$ cat src/rtl/seg_xlate_pkg.sv
package seg_xlate_pkg;

    parameter int VA_W   = 16;
    parameter int SEL_W  = 4;
    parameter int OFS_W  = VA_W - SEL_W;
    parameter int NSEG   = 1 << SEL_W;
    parameter int PA_W   = 20;
    parameter int BND_W  = OFS_W + 1;

    typedef logic [VA_W-1:0]  vaddr_t;
    typedef logic [SEL_W-1:0] seg_sel_t;
    typedef logic [OFS_W-1:0] seg_ofs_t;
    typedef logic [PA_W-1:0]  paddr_t;
    typedef logic [BND_W-1:0] bound_t;

    typedef struct packed {
        logic   valid;
        paddr_t base;
        bound_t bound;
    } seg_desc_t;

    typedef enum logic [1:0] {
        XS_OK    = 2'd0,
        XS_SEG   = 2'd1,
        XS_BOUND = 2'd2
    } xlate_stat_e;

    typedef struct packed {
        xlate_stat_e stat;
        paddr_t      paddr;
    } xlate_res_t;

    function automatic seg_sel_t va_sel(input vaddr_t va);
        return va[VA_W-1 -: SEL_W];
    endfunction

    function automatic seg_ofs_t va_ofs(input vaddr_t va);
        return va[OFS_W-1:0];
    endfunction

    function automatic seg_desc_t empty_desc();
        seg_desc_t d;
        d.valid = 1'b0;
        d.base  = '0;
        d.bound = '0;
        return d;
    endfunction

endpackage

$ cat src/rtl/seg_desc_table.sv
module seg_desc_table
    import seg_xlate_pkg::*;
(
    input  logic      clk,
    input  logic      rst,
    input  logic      wr_req,
    input  logic      wr_priv,
    input  seg_sel_t  wr_idx,
    input  seg_desc_t wr_desc,
    output seg_desc_t desc_q [NSEG]
);

    logic wr_ok;
    assign wr_ok = wr_req & wr_priv;

    for (genvar g = 0; g < NSEG; g++) begin : g_desc
        logic hit;
        assign hit = wr_ok && (wr_idx == seg_sel_t'(g));

        always_ff @(posedge clk) begin
            if (rst) begin
                desc_q[g] <= empty_desc();
            end else if (hit) begin
                desc_q[g] <= wr_desc;
            end
        end
    end

endmodule

$ cat src/rtl/seg_lookup.sv
module seg_lookup
    import seg_xlate_pkg::*;
(
    input  seg_desc_t  desc_i [NSEG],
    input  vaddr_t     vaddr,
    output xlate_res_t res
);

    seg_sel_t  sel;
    seg_ofs_t  ofs;
    seg_desc_t cur;
    logic      in_range;
    paddr_t    sum;

    assign sel = va_sel(vaddr);
    assign ofs = va_ofs(vaddr);

    always_comb begin
        cur = empty_desc();
        for (int i = 0; i < NSEG; i++) begin
            if (sel == seg_sel_t'(i)) cur = desc_i[i];
        end
    end

    // compare and add run side by side; result picked afterwards
    assign in_range = bound_t'(ofs) < cur.bound;
    assign sum      = cur.base + paddr_t'(ofs);

    always_comb begin
        if (!cur.valid) begin
            res.stat  = XS_SEG;
            res.paddr = '0;
        end else if (!in_range) begin
            res.stat  = XS_BOUND;
            res.paddr = '0;
        end else begin
            res.stat  = XS_OK;
            res.paddr = sum;
        end
    end

endmodule

$ cat src/rtl/seg_result_reg.sv
module seg_result_reg
    import seg_xlate_pkg::*;
(
    input  logic       clk,
    input  logic       rst,
    input  logic       req_valid,
    input  vaddr_t     req_vaddr,
    input  xlate_res_t res_d,
    output logic       rsp_valid,
    output paddr_t     rsp_paddr,
    output logic       rsp_seg_fault,
    output logic       rsp_bound_fault,
    output logic       trap,
    output vaddr_t     fault_vaddr
);

    logic is_seg, is_bnd;
    assign is_seg = req_valid && (res_d.stat == XS_SEG);
    assign is_bnd = req_valid && (res_d.stat == XS_BOUND);

    always_ff @(posedge clk) begin
        if (rst) begin
            rsp_valid       <= 1'b0;
            rsp_paddr       <= '0;
            rsp_seg_fault   <= 1'b0;
            rsp_bound_fault <= 1'b0;
            trap            <= 1'b0;
            fault_vaddr     <= '0;
        end else begin
            rsp_valid       <= req_valid;
            rsp_paddr       <= (req_valid && res_d.stat == XS_OK) ? res_d.paddr : '0;
            rsp_seg_fault   <= is_seg;
            rsp_bound_fault <= is_bnd;
            trap            <= is_seg | is_bnd;
            if (is_seg | is_bnd) fault_vaddr <= req_vaddr;
        end
    end

endmodule

$ cat src/rtl/seg_xlate_unit.sv
module seg_xlate_unit
    import seg_xlate_pkg::*;
(
    input  logic               clk,
    input  logic               rst,
    input  logic               priv_mode,
    input  logic               tbl_we,
    input  logic [SEL_W-1:0]   tbl_idx,
    input  logic               tbl_valid,
    input  logic [PA_W-1:0]    tbl_base,
    input  logic [BND_W-1:0]   tbl_bound,
    input  logic               req_valid,
    input  logic [VA_W-1:0]    req_vaddr,
    output logic               rsp_valid,
    output logic [PA_W-1:0]    rsp_paddr,
    output logic               rsp_seg_fault,
    output logic               rsp_bound_fault,
    output logic               trap,
    output logic [VA_W-1:0]    fault_vaddr
);

    seg_desc_t  table_q [NSEG];
    seg_desc_t  wr_desc;
    xlate_res_t lk_res;

    assign wr_desc.valid = tbl_valid;
    assign wr_desc.base  = tbl_base;
    assign wr_desc.bound = tbl_bound;

    seg_desc_table u_table (
        .clk     (clk),
        .rst     (rst),
        .wr_req  (tbl_we),
        .wr_priv (priv_mode),
        .wr_idx  (tbl_idx),
        .wr_desc (wr_desc),
        .desc_q  (table_q)
    );

    seg_lookup u_lookup (
        .desc_i (table_q),
        .vaddr  (req_vaddr),
        .res    (lk_res)
    );

    seg_result_reg u_result (
        .clk             (clk),
        .rst             (rst),
        .req_valid       (req_valid),
        .req_vaddr       (req_vaddr),
        .res_d           (lk_res),
        .rsp_valid       (rsp_valid),
        .rsp_paddr       (rsp_paddr),
        .rsp_seg_fault   (rsp_seg_fault),
        .rsp_bound_fault (rsp_bound_fault),
        .trap            (trap),
        .fault_vaddr     (fault_vaddr)
    );

endmodule

$ cat config.mk
export PLATFORM = sky130hd
export DESIGN_NAME = seg_xlate_unit
export DESIGN_NICKNAME = d
export VERILOG_FILES = /design/src/rtl/seg_xlate_pkg.sv /design/src/rtl/seg_desc_table.sv /design/src/rtl/seg_lookup.sv /design/src/rtl/seg_result_reg.sv /design/src/rtl/seg_xlate_unit.sv
export SDC_FILE = /design/constraint.sdc
export NUM_CORES = 1
export LEC_CHECK = 0
export ABC_AREA = 1
export BUFFER_PORTS_ARGS = -buffer_cell sky130_fd_sc_hd__buf_2
export CAP_MARGIN = 20
export CORE_MARGIN = 8
export CORE_UTILIZATION = 60
export CTS_BUF_LIST = sky130_fd_sc_hd__clkbuf_8 sky130_fd_sc_hd__clkbuf_16
export CTS_CLUSTER_DIAMETER = 200
export CTS_CLUSTER_SIZE = 25
export DETAILED_ROUTE_END_ITERATION = 6
export HOLD_SLACK_MARGIN = 0.03
export PLACE_DENSITY = 0.77
export SLEW_MARGIN = 30
export SYNTH_ARGS = -nofsm -noshare
export SYNTH_HDL_FRONTEND = slang
export SYNTH_HIERARCHICAL = 1
export SYNTH_SLANG_ARGS = --single-unit
$ cat constraint.sdc
create_clock -name clk -period 14.4 [get_ports clk]
set_clock_uncertainty 0.15 [all_clocks]
set_input_delay 4.32 -clock clk [delete_from_list [all_inputs] [get_ports clk]]
set_output_delay 4.32 -clock clk [all_outputs]
set_load 0.02 [all_outputs]
After elaboration in Yosys (flattened, before gate mapping):

Index checks and enable logic that the tools add are counted.

* multipliers: 0
* equal/unequal tests: 32
* shift-type cells: 0
* magnitude comparators: 1
* bitwise gates (word level): 5
* muxes and demuxes: 18
* reduce and logical (&&, ||, !) cells: 23
* div/mod/pow operators: 0
* add/subtract/negate cells: 1

Operators by type and width (number)
* two-way mux 34 bit: 16
* == test 4 bit, second input constant: 16
* two-way mux 22 bit: 2
* == test 4 x 3 -> 1 bit, second input constant: 8
* adder 20 x 12 -> 20 bit: 1
* logical AND 1 bit: 19
* == test 4 x 2 -> 1 bit, second input constant: 4
* less-than comparator 12 x 13 -> 1 bit: 1
* == test 4 x 1 -> 1 bit, second input constant: 2
* logical NOT 4 bit: 2
* OR reduction 4 bit: 1
* NOT 1 bit: 3
* == test 2 x 1 -> 1 bit, second input constant: 1
* == test 2 bit, second input constant: 1
* logical NOT 2 bit: 1
* bitwise AND 1 bit: 1
* bitwise OR 1 bit: 1

* memory bits (writable): 0
* word-level logic and storage cells: 134
* memory bits (read-only): 0
* memories: 0
* bits in latches: 0
* input bits: 59
* output and inout bits: 40
* register bits: 584

Longest topological paths before layout:

Gate-level depths: netlist of the first run.

* depth after elaboration: 24
* gate-level depth with buffers: 36
* gate-level depth less buffers: 34

Modules after synthesis:

Netlist of the first run, hierarchy kept.

By module, submodules not included
* seg_desc_table: instances 1, seq. area each 10890.4 µm², area each 23462.5 µm², cells an instance 3587
* seg_lookup: instances 1, seq. area each 0.0 µm², area each 4984.8 µm², cells an instance 1063
* seg_result_reg: instances 1, seq. area each 800.8 µm², area each 1395.1 µm², cells an instance 180

Worst setup path after synthesis of the first run:

No wires, ideal clock.

* path kind: input -> register
* start: input req_vaddr[15]
* end: register u_result.rsp_paddr[19]
* arrival time: 7.564 ns
* stages: 34
* path buffers: 2
* slack: 6.622 ns
* setup time: 0.064 ns
* data required time: 14.186 ns
* cell sequence: inv_1 > nand2_2 > nor2_1 > buf_2 > buf_1 > a221oi_1 > nand2_1 > a21oi_1 > nand4_1 > a21oi_1 > nand3_1 > o21ai_0 > a21oi_1 > ha_1 > nand2_1 > inv_1 > nand4_1 > nand3_1 > nand2_1 > nand2_1 > nand3_1 > nand2_1 > nand2_1 > nand2_1 > a21oi_1 > o21bai_1 > nand2_1 > nor2_4 > nand2_1 > nand2_1 > nand2_1 > nor2_1 > inv_1 > nor2_1

* longest elaborated chain between the ends: 24
* elaborated cells on any way between the ends: 42
* those cells by class: add/sub: 1; order compare: 1; eq/ne: 15; mux: 18; bitwise: 3; reduce/logical: 4

Ends and longest elaborated chain
* from (decl): line seg_xlate_unit.sv:13 `input logic [VA_W-1:0] req_vaddr,`
* logical NOT 4 bit: line seg_lookup.sv:21 `if (sel == seg_sel_t'(i)) cur = desc_i[i];`
* two-way mux 34 bit (15 in series): line seg_lookup.sv:21
* two-way mux 34 bit *: line seg_lookup.sv:21
* less-than comparator 12 x 13 -> 1 bit: line seg_lookup.sv:26 `assign in_range = bound_t'(ofs) < cur.bound;`
* two-way mux 22 bit: line seg_lookup.sv:33 `end else if (!in_range) begin`
* two-way mux 22 bit: line seg_lookup.sv:30 `if (!cur.valid) begin`
* logical NOT 2 bit: line seg_result_reg.sv:31 `rsp_paddr <= (req_valid && res_d.stat == XS_OK) ? res_d.paddr : '0;`
* logical AND 1 bit: line seg_result_reg.sv:31
* NOT 1 bit (no source line)
* OR reduction 4 bit (no source line)
* to (signal assigned): line seg_result_reg.sv:31
* to (decl): line seg_result_reg.sv:10 `output paddr_t rsp_paddr,`

Every way passes the cells marked *; elsewhere a longest branch is shown, timed or not.
A chain may end at the register's enable or synchronous reset.

==> metrics.md, run 1 <==
| Metric | Value |
|---|---|
| Peak supply drop | 0.0649 mV |
| Most used DFF post-synth | dfxtp_1 |
| Grt ovf | 0 |
| Mapped Cells | roughly 4800 |
| Hold WC Path Type | flip-flop to flip-flop |
| Die area | 57100 µm² |
| Crit-path max FO | 34 |
| Slew Limit Fails | 0 |
| Routed via count | 28405 |
| Row cnt | a little over 80 |
| Depth of the CTS H-tree | 1 |
| Critical path launch point type | input port |
| DIE HEIGHT | ~240 µm |
| Net count after synthesis | 4914 |
| Per-cell routed wire length | 15.6 µm |
| Hold_buf cts | 0 |
| Final setup TNS | 0 ns |
| Crit end category | flip-flop |
| Slew @ Worst Pin | 1.09 ns |
| Ports | 99 |
| TritonCTS Buffers | 27 |
| Initial DRC count | 3014 |
| Final Setup Violations | 0 |
| Setup CP Type | input port to flip-flop |
| Resize count post-CTS | 0 |
| Routed Wire Length | 82800 µm |
| Crit-path max cell delay | between 0.6 and 0.7 ns |
| GP Congestion | 0.846 |
| Total of max-cap violations | 0 |
| CP most frequent cell | nand2_1 |
| Remaining routing DRC violations | 0 |
| Cells along the critical path | buf_2, nor2_1, nand2_1, inv_2, nand2_1, nand3_1, a21oi_1, nand4_1, a21oi_1, and3_1, nand4_1, o21ai_0, nand2_1, o21ai_0, ha_1, nand2_1, inv_1, nand3_1, nor2_1, nand2_1, a21oi_1, nand3_2, a21oi_1, nor2_1 |
| NumNets Final | 4737 |
| RSZ-0062 raised after global routing | no |
| First-pass GRT wire length | 134000 µm |
| Final instance area | 30800 µm² |
| Mean post-synth cell area | 6.18 µm² |
| Post-DP HPWL | 49800 µm |
| Clock transition at path regs | around 0.10 ns |
| CTS sink cnt | 584 |
| Post-DP Area | 30100 µm² |
| Worst Path Arrival | 8.94 ns |
| Hold Vio Cnt, Final | 0 |
| Core ar. | 49100 µm² |
| Area leader, netlist | dfxtp_1 |
| P_leak | 14.0 nW |
| DRT antenna net count | 0 |
| Critical path required time | 14.76 ns |
| Port Buf Inserts | 98 |
| Number of synthesized flops with an enable pin | 0 |
| CTS root buf | clkbuf_16 |
| Fillcell total | 4803 |
| YS warnings | 6 |
| Share of cells above drive strength 1 | 5.07% |
| Seq/Total Area, Yosys | 39.2% |
| Ys async rst share | 0% |
| Antenna Cells | 0 |
| Slew headroom | 27.0% |
| Initial antenna violation count | 0 |
| TritonRoute pass-1 iters | 7 |
| Vias per cell | 5.34 |
| Clock Latency Late Sink | 0.62 ns |
| Max frequency | 117 MHz |
| Post-Syn Area | 29800 µm² |
| Final period utilization | 59.6% |
| Largest net degree at the start of global routing | 207 |
| Area Growth Syn to Fin | 3.27% |
| Post-CTS setup buffers | 0 |
| Critical Path Slowest Stage Cell | nand3_2 |
| Starting Density | just over 60% |
| Flops & latches, synth | 584 |
| Die W | between 200 and 250 µm |
| TritonCTS clock tree | built |
| Top cells by count, synth | nand2_1 (1288), nor2_1 (852), inv_1 (664) |
| Top cell type's share of synthesized area | about two fifths |
| Synth unique cells | 36 |
| Clk buf depth | 3 |
| GRT Util Overall | 28.2% |
| Crit path time final | 8.58 ns |
| Top cells by area, synth | dfxtp_1 (39%), nand2_1 (16%), nor2_1 (11%) |
| Cell Pwr Density | 92.3 nW/µm² |
| Status | finished clean |
| Most common cell in the synthesized netlist | nand2_1 |
| Vias in the first global route | 25479 |
-- through the flow --
| stage | instances | setup WS (ns) | hold slack (ns) | total power, W | utilization (%) |
|---|---|---|---|---|---|
| after floorplan | 4830 | 6.62 | 0.283 | 0.00192 | - |
| after global placement | 5288 | 5.37 | 0.289 | 0.00200 | 61.4 |
| after detailed placement | 5288 | 5.30 | 0.299 | 0.00201 | 61.4 |
| after CTS | 5317 | 5.94 | 0.325 | 0.00285 | 62.8 |
| after global routing | 5317 | 5.34 | 0.346 | 0.00295 | 62.8 |
| final | 5317 | 5.82 | 0.322 | 0.00285 | 62.8 |
-- critical path, delay by kind of cell --
kind | cells | cell delay [ns]
buffers and inverters | 3 | 0.63
and+or+nand+nor | 14 | 2.53
AOI/OAI and AO/OA | 6 | 1.05
adders and majority gates | 1 | 0.36
-- layout make-up --
cell class | instances | area [µm²] | area share, %
Clock buffer | 27 | 676 | 2.19
Clock inverter | 2 | 25.0 | 0.0812
Inverter | 673 | 2540 | 8.25
Multi-Input combinational cell | 3225 | 14200 | 46.1
Sequential cell | 584 | 11700 | 37.9
Tap cell | 664 | 831 | 2.70
Timing Repair Buffer | 142 | 850 | 2.76
-- placed cells by master (no fill, tap or decap), drive strengths merged, types with 19 or more instances in the layout --
cell type,instances
a221oi,19
buf,142
dfxtp,584
nand2,1291
a21oi,239
o21ai,31
clkbuf,27
or2,24
nand4,171
ha,24
nor2,868
nand3,519
inv,672
-- sequential cells by signal, indices dropped and copies added, names as in the netlist --
register and count:
u_result/rsp_valid 1, u_result/fault_vaddr 16, u_table/desc_q 544, u_result/trap 1, u_result/rsp_seg_fault 1, u_result/rsp_bound_fault 1
u_result/rsp_paddr 20
-- layer usage --
layer | up-vias | GRT usage, % | part of all wire [%]
met5 | - | 0 | 0
met4 | 0 | 9.32 | 3.1
met3 | 160 | 2.46 | 7.2
met2 | 1057 | 47.8 | 47
met1 | 12748 | 37.7 | 43
li1 | 14440 | - | -
-- logic make-up after synthesis --
logic type / share of synthesized area (%)
adder cells (fa/ha/maj): 1.07
AND/OR/NAND/NOR: 40.3
buffers and inverters: 13.5
XOR/XNOR: 0.352
AO/OA/AOI/OAI: 5.55
flip-flops: 39.2
-- power by group --
part | switching, W | leakage (nW) | internal (W)
clock | 0.000531 | 0.345 | 0.000340
sequential | 0.0000135 | 4.72 | 0.00164
combinational | 0.000239 | 8.98 | 0.0000835
total | 0.000783 | 14.0 | 0.00206
-- worst paths after layout --
check / from / to / slack [ns] / depth (start not counted)
worst max register to register: u_table/desc_q[526]$_SDFFE_PP0P_ / u_result/rsp_paddr[17]$_SDFF_PP0_ / 10.20 / 31
worst min register to register: u_table/desc_q[8]$_SDFFE_PP0P_ / u_table/desc_q[8]$_SDFFE_PP0P_ / 0.32 / 2
worst max-delay path: req_vaddr[12] / u_result/fault_vaddr[15]$_SDFFE_PP0P_ / 5.82 / 24
worst min-delay path: u_table/desc_q[8]$_SDFFE_PP0P_ / u_table/desc_q[8]$_SDFFE_PP0P_ / 0.32 / 2
Power figures use the tool's default switching activity.
==> run 2: changes to the inputs <==
clock period = 7.9 ns   (was 14.4 ns; I/O delays follow)
==> metrics.md, run 2 (synthesis gave the netlist of run 1 again) <==
| Metric | Value |
|---|---|
| Post-Place Cells | 5296 (+0.15%) |
| Multi-input logic area | 14200 µm² (about the same) |
| Remaining routing DRC violations | 0 (unchanged) |
| Hold WC Path Type | flip-flop to flip-flop |
| Gr busiest metal | met2 |
| Commonest cells after routing, fill and taps aside | nand2_1 (1288), nor2_1 (840), inv_1 (663) |
| Clk buf depth | 3 (unchanged) |
| Initial antenna violation count | 0 (unchanged) |
| Critical path launch point type | input port |
| Slew @ Worst Pin | 1.05 ns (-0.0468 ns) |
| Slew headroom | 30.1% (+3.1 points) |
| Post-CTS setup buffers | 0 (unchanged) |
| Post-DP HPWL | 51200 µm (+2.8%) |
| CP most frequent cell | nand2_1 |
| Worst R2R Start | u_table/desc_q[527]$_SDFFE_PP0P_ |
| Status | finished clean |
| Hold_buf cts | 0 (unchanged) |
| Final Setup Violations | 0 (unchanged) |
| Crit path launch | req_vaddr[13] |
| Port Buf Inserts | 98 (unchanged) |
| GP Congestion | 0.866 (+2.3%) |
| Depth of the CTS H-tree | 1 (unchanged) |
| Worst Path Arrival | 6.83 ns (-2.11 ns) |
| Slew Limit Fails | 0 (unchanged) |
| TritonRoute pass-1 iters | 5 (-2) |
| Cell Count, Final, Fillers Out | 5328 (+0.21%) |
| CTS sink cnt | 584 (unchanged) |
| Crit end category | flip-flop |
| Core ar. | 49100 µm² (unchanged) |
| Die area | 57100 µm² (unchanged) |
| DRT antenna net count | 0 (unchanged) |
| Row cnt | 81 (unchanged) |
| Initial DRC count | 3090 (+2.5%) |
| Final setup TNS | 0 ns (unchanged) |
| CTS root buf | clkbuf_16 |
| Clock transition at path regs | 0.10 ns (about the same) |
| Crit path time final | 6.46 ns |
| RSZ-0062 raised after global routing | no |
| Fillcell total | 4776 (-0.56%) |
| Resize count post-CTS | 0 (unchanged) |
| Share of cells above drive strength 1 | 5.28% (+0.20 points) |
| Hold Vio Cnt, Final | 0 (unchanged) |
| Top reg by flops | u_table/desc_q |
| Routed Wire Length | 84000 µm (+1.5%) |
| P_leak | 14.1 nW (+0.54%) |
| Core Util, Final | 63.1% (+0.32 points) |
| Ports | 99 (unchanged) |
| Peak supply drop | 0.158 mV (+140%) |
| Setup CP Type | input port to flip-flop |
| TritonCTS Buffers | 27 (unchanged) |
| Clock Latency Late Sink | 0.61 ns (about the same) |
| Die W | 239 µm (unchanged) |
| NumNets Final | 4747 (+0.21%) |
| M3 GR Usage | 3.60% (+1.1 points) |
| Most common cell after layout, fill and taps aside | nand2_1 |
| First-pass GRT wire length | 136000 µm (+0.85%) |
| Met2 Usage GRT | 47.9% (+0.15 points) |
| Max FFs per register | 544 (unchanged) |
| Cell Pwr Density | 168 nW/µm² (+82%) |
| Critical path required time | 8.27 ns (-6.49 ns) |
| Reg area | 11700 µm² (unchanged) |
| Crit-path max cell delay | 0.76 ns (+0.11 ns) |
| Final hold slack | 0.323 ns (+0.000610 ns) |
| Vias in the first global route | 25662 (+0.72%) |
| Total of max-cap violations | 0 (unchanged) |
| Critical Path Slowest Stage Cell | nor2_2 |
| GR met1 Demand/Resource | 37.3% (-0.38 points) |
| Per-cell routed wire length | 15.8 µm (+1.3%) |
| DIE HEIGHT | 239 µm (unchanged) |
| TritonCTS clock tree | built |
| Top Registers | u_table/desc_q (544), u_result/rsp_paddr (20), u_result/fault_vaddr (16) |
| Crit-path max FO | 13 (-62%) |
| Area Growth Syn to Fin | 3.80% |
| Largest net degree at the start of global routing | 205 (-0.97%) |
| Final period utilization | between 80% and 90% |
| Grt ovf | 0 (unchanged) |
| Min-delay src | u_table/desc_q[29]$_SDFFE_PP0P_ |
| Vias per cell | 5.32 (-0.41%) |
| GRT Util Overall | 28.5% (+0.32 points) |
| Starting Density | 60.8% (unchanged) |
| Routed via count | 28346 (-0.21%) |
| Max frequency | 155 MHz |
run 2: changes by cell type in the layout (fill, tap and decap cells not counted), sizes merged:
cell,previous run,this run
buf,142,152
inv,672,673
diode,0,1
clkinv,3,2
run 2: per-stage QoR:
step	power [W]	setup WS, ns	instance area, µm²
5_1_grt	0.00538	1.01	31000
3_3_place_gp	0.00365	1.01	30200
2_1_floorplan	0.00349	2.07	29800
6_report	0.00519	1.44	31000
3_5_place_dp	0.00366	0.932	30200
4_1_cts	0.00521	1.56	30900
run 2: where the power goes:
group | internal [W] | total, W | switching (W)
sequential | 0.00299 | 0.00301 | 0.0000246
clock | 0.000621 | 0.00158 | 0.000964
combinational | 0.000157 | 0.000596 | 0.000440
total | 0.00377 | 0.00519 | 0.00143
run 2: layer usage:
| metal | wire [µm] | part of all wire [%] |
|---|---|---|
| met1 | 36000 | 43 |
| met2 | 39200 | 47 |
| met3 | 5850 | 7.0 |
| met4 | 3040 | 3.6 |
| met5 | 0 | 0 |
run 2: final cells by class:
| class | count | area share [%] |
|---|---|---|
| Sequential cell | 584 | 37.7 |
| Clock buffer | 27 | 2.18 |
| Antenna cell | 1 | 0.00808 |
| Inverter | 673 | 8.19 |
| Tap cell | 664 | 2.68 |
| Clock inverter | 2 | 0.0808 |
| Multi-Input combinational cell | 3225 | 45.8 |
| Timing Repair Buffer | 152 | 3.26 |
run 2: worst paths after layout:
kind	to	slack [ns]	cells after the start
worst max-delay path	u_result/rsp_paddr[17]$_SDFF_PP0_	1.44	36
worst min-delay path	u_table/desc_q[29]$_SDFFE_PP0P_	0.32	2
worst max register to register	u_result/rsp_paddr[17]$_SDFF_PP0_	3.76	31
worst min register to register	u_table/desc_q[29]$_SDFFE_PP0P_	0.32	2
run 2: worst max-delay path: cells and delay by family:
family / cells / cell delay (ns)
adders and majority gates: 1 / 0.20
and+or+nand+nor: 22 / 2.66
AOI/OAI and AO/OA: 8 / 0.97
buffers and inverters: 5 / 0.61
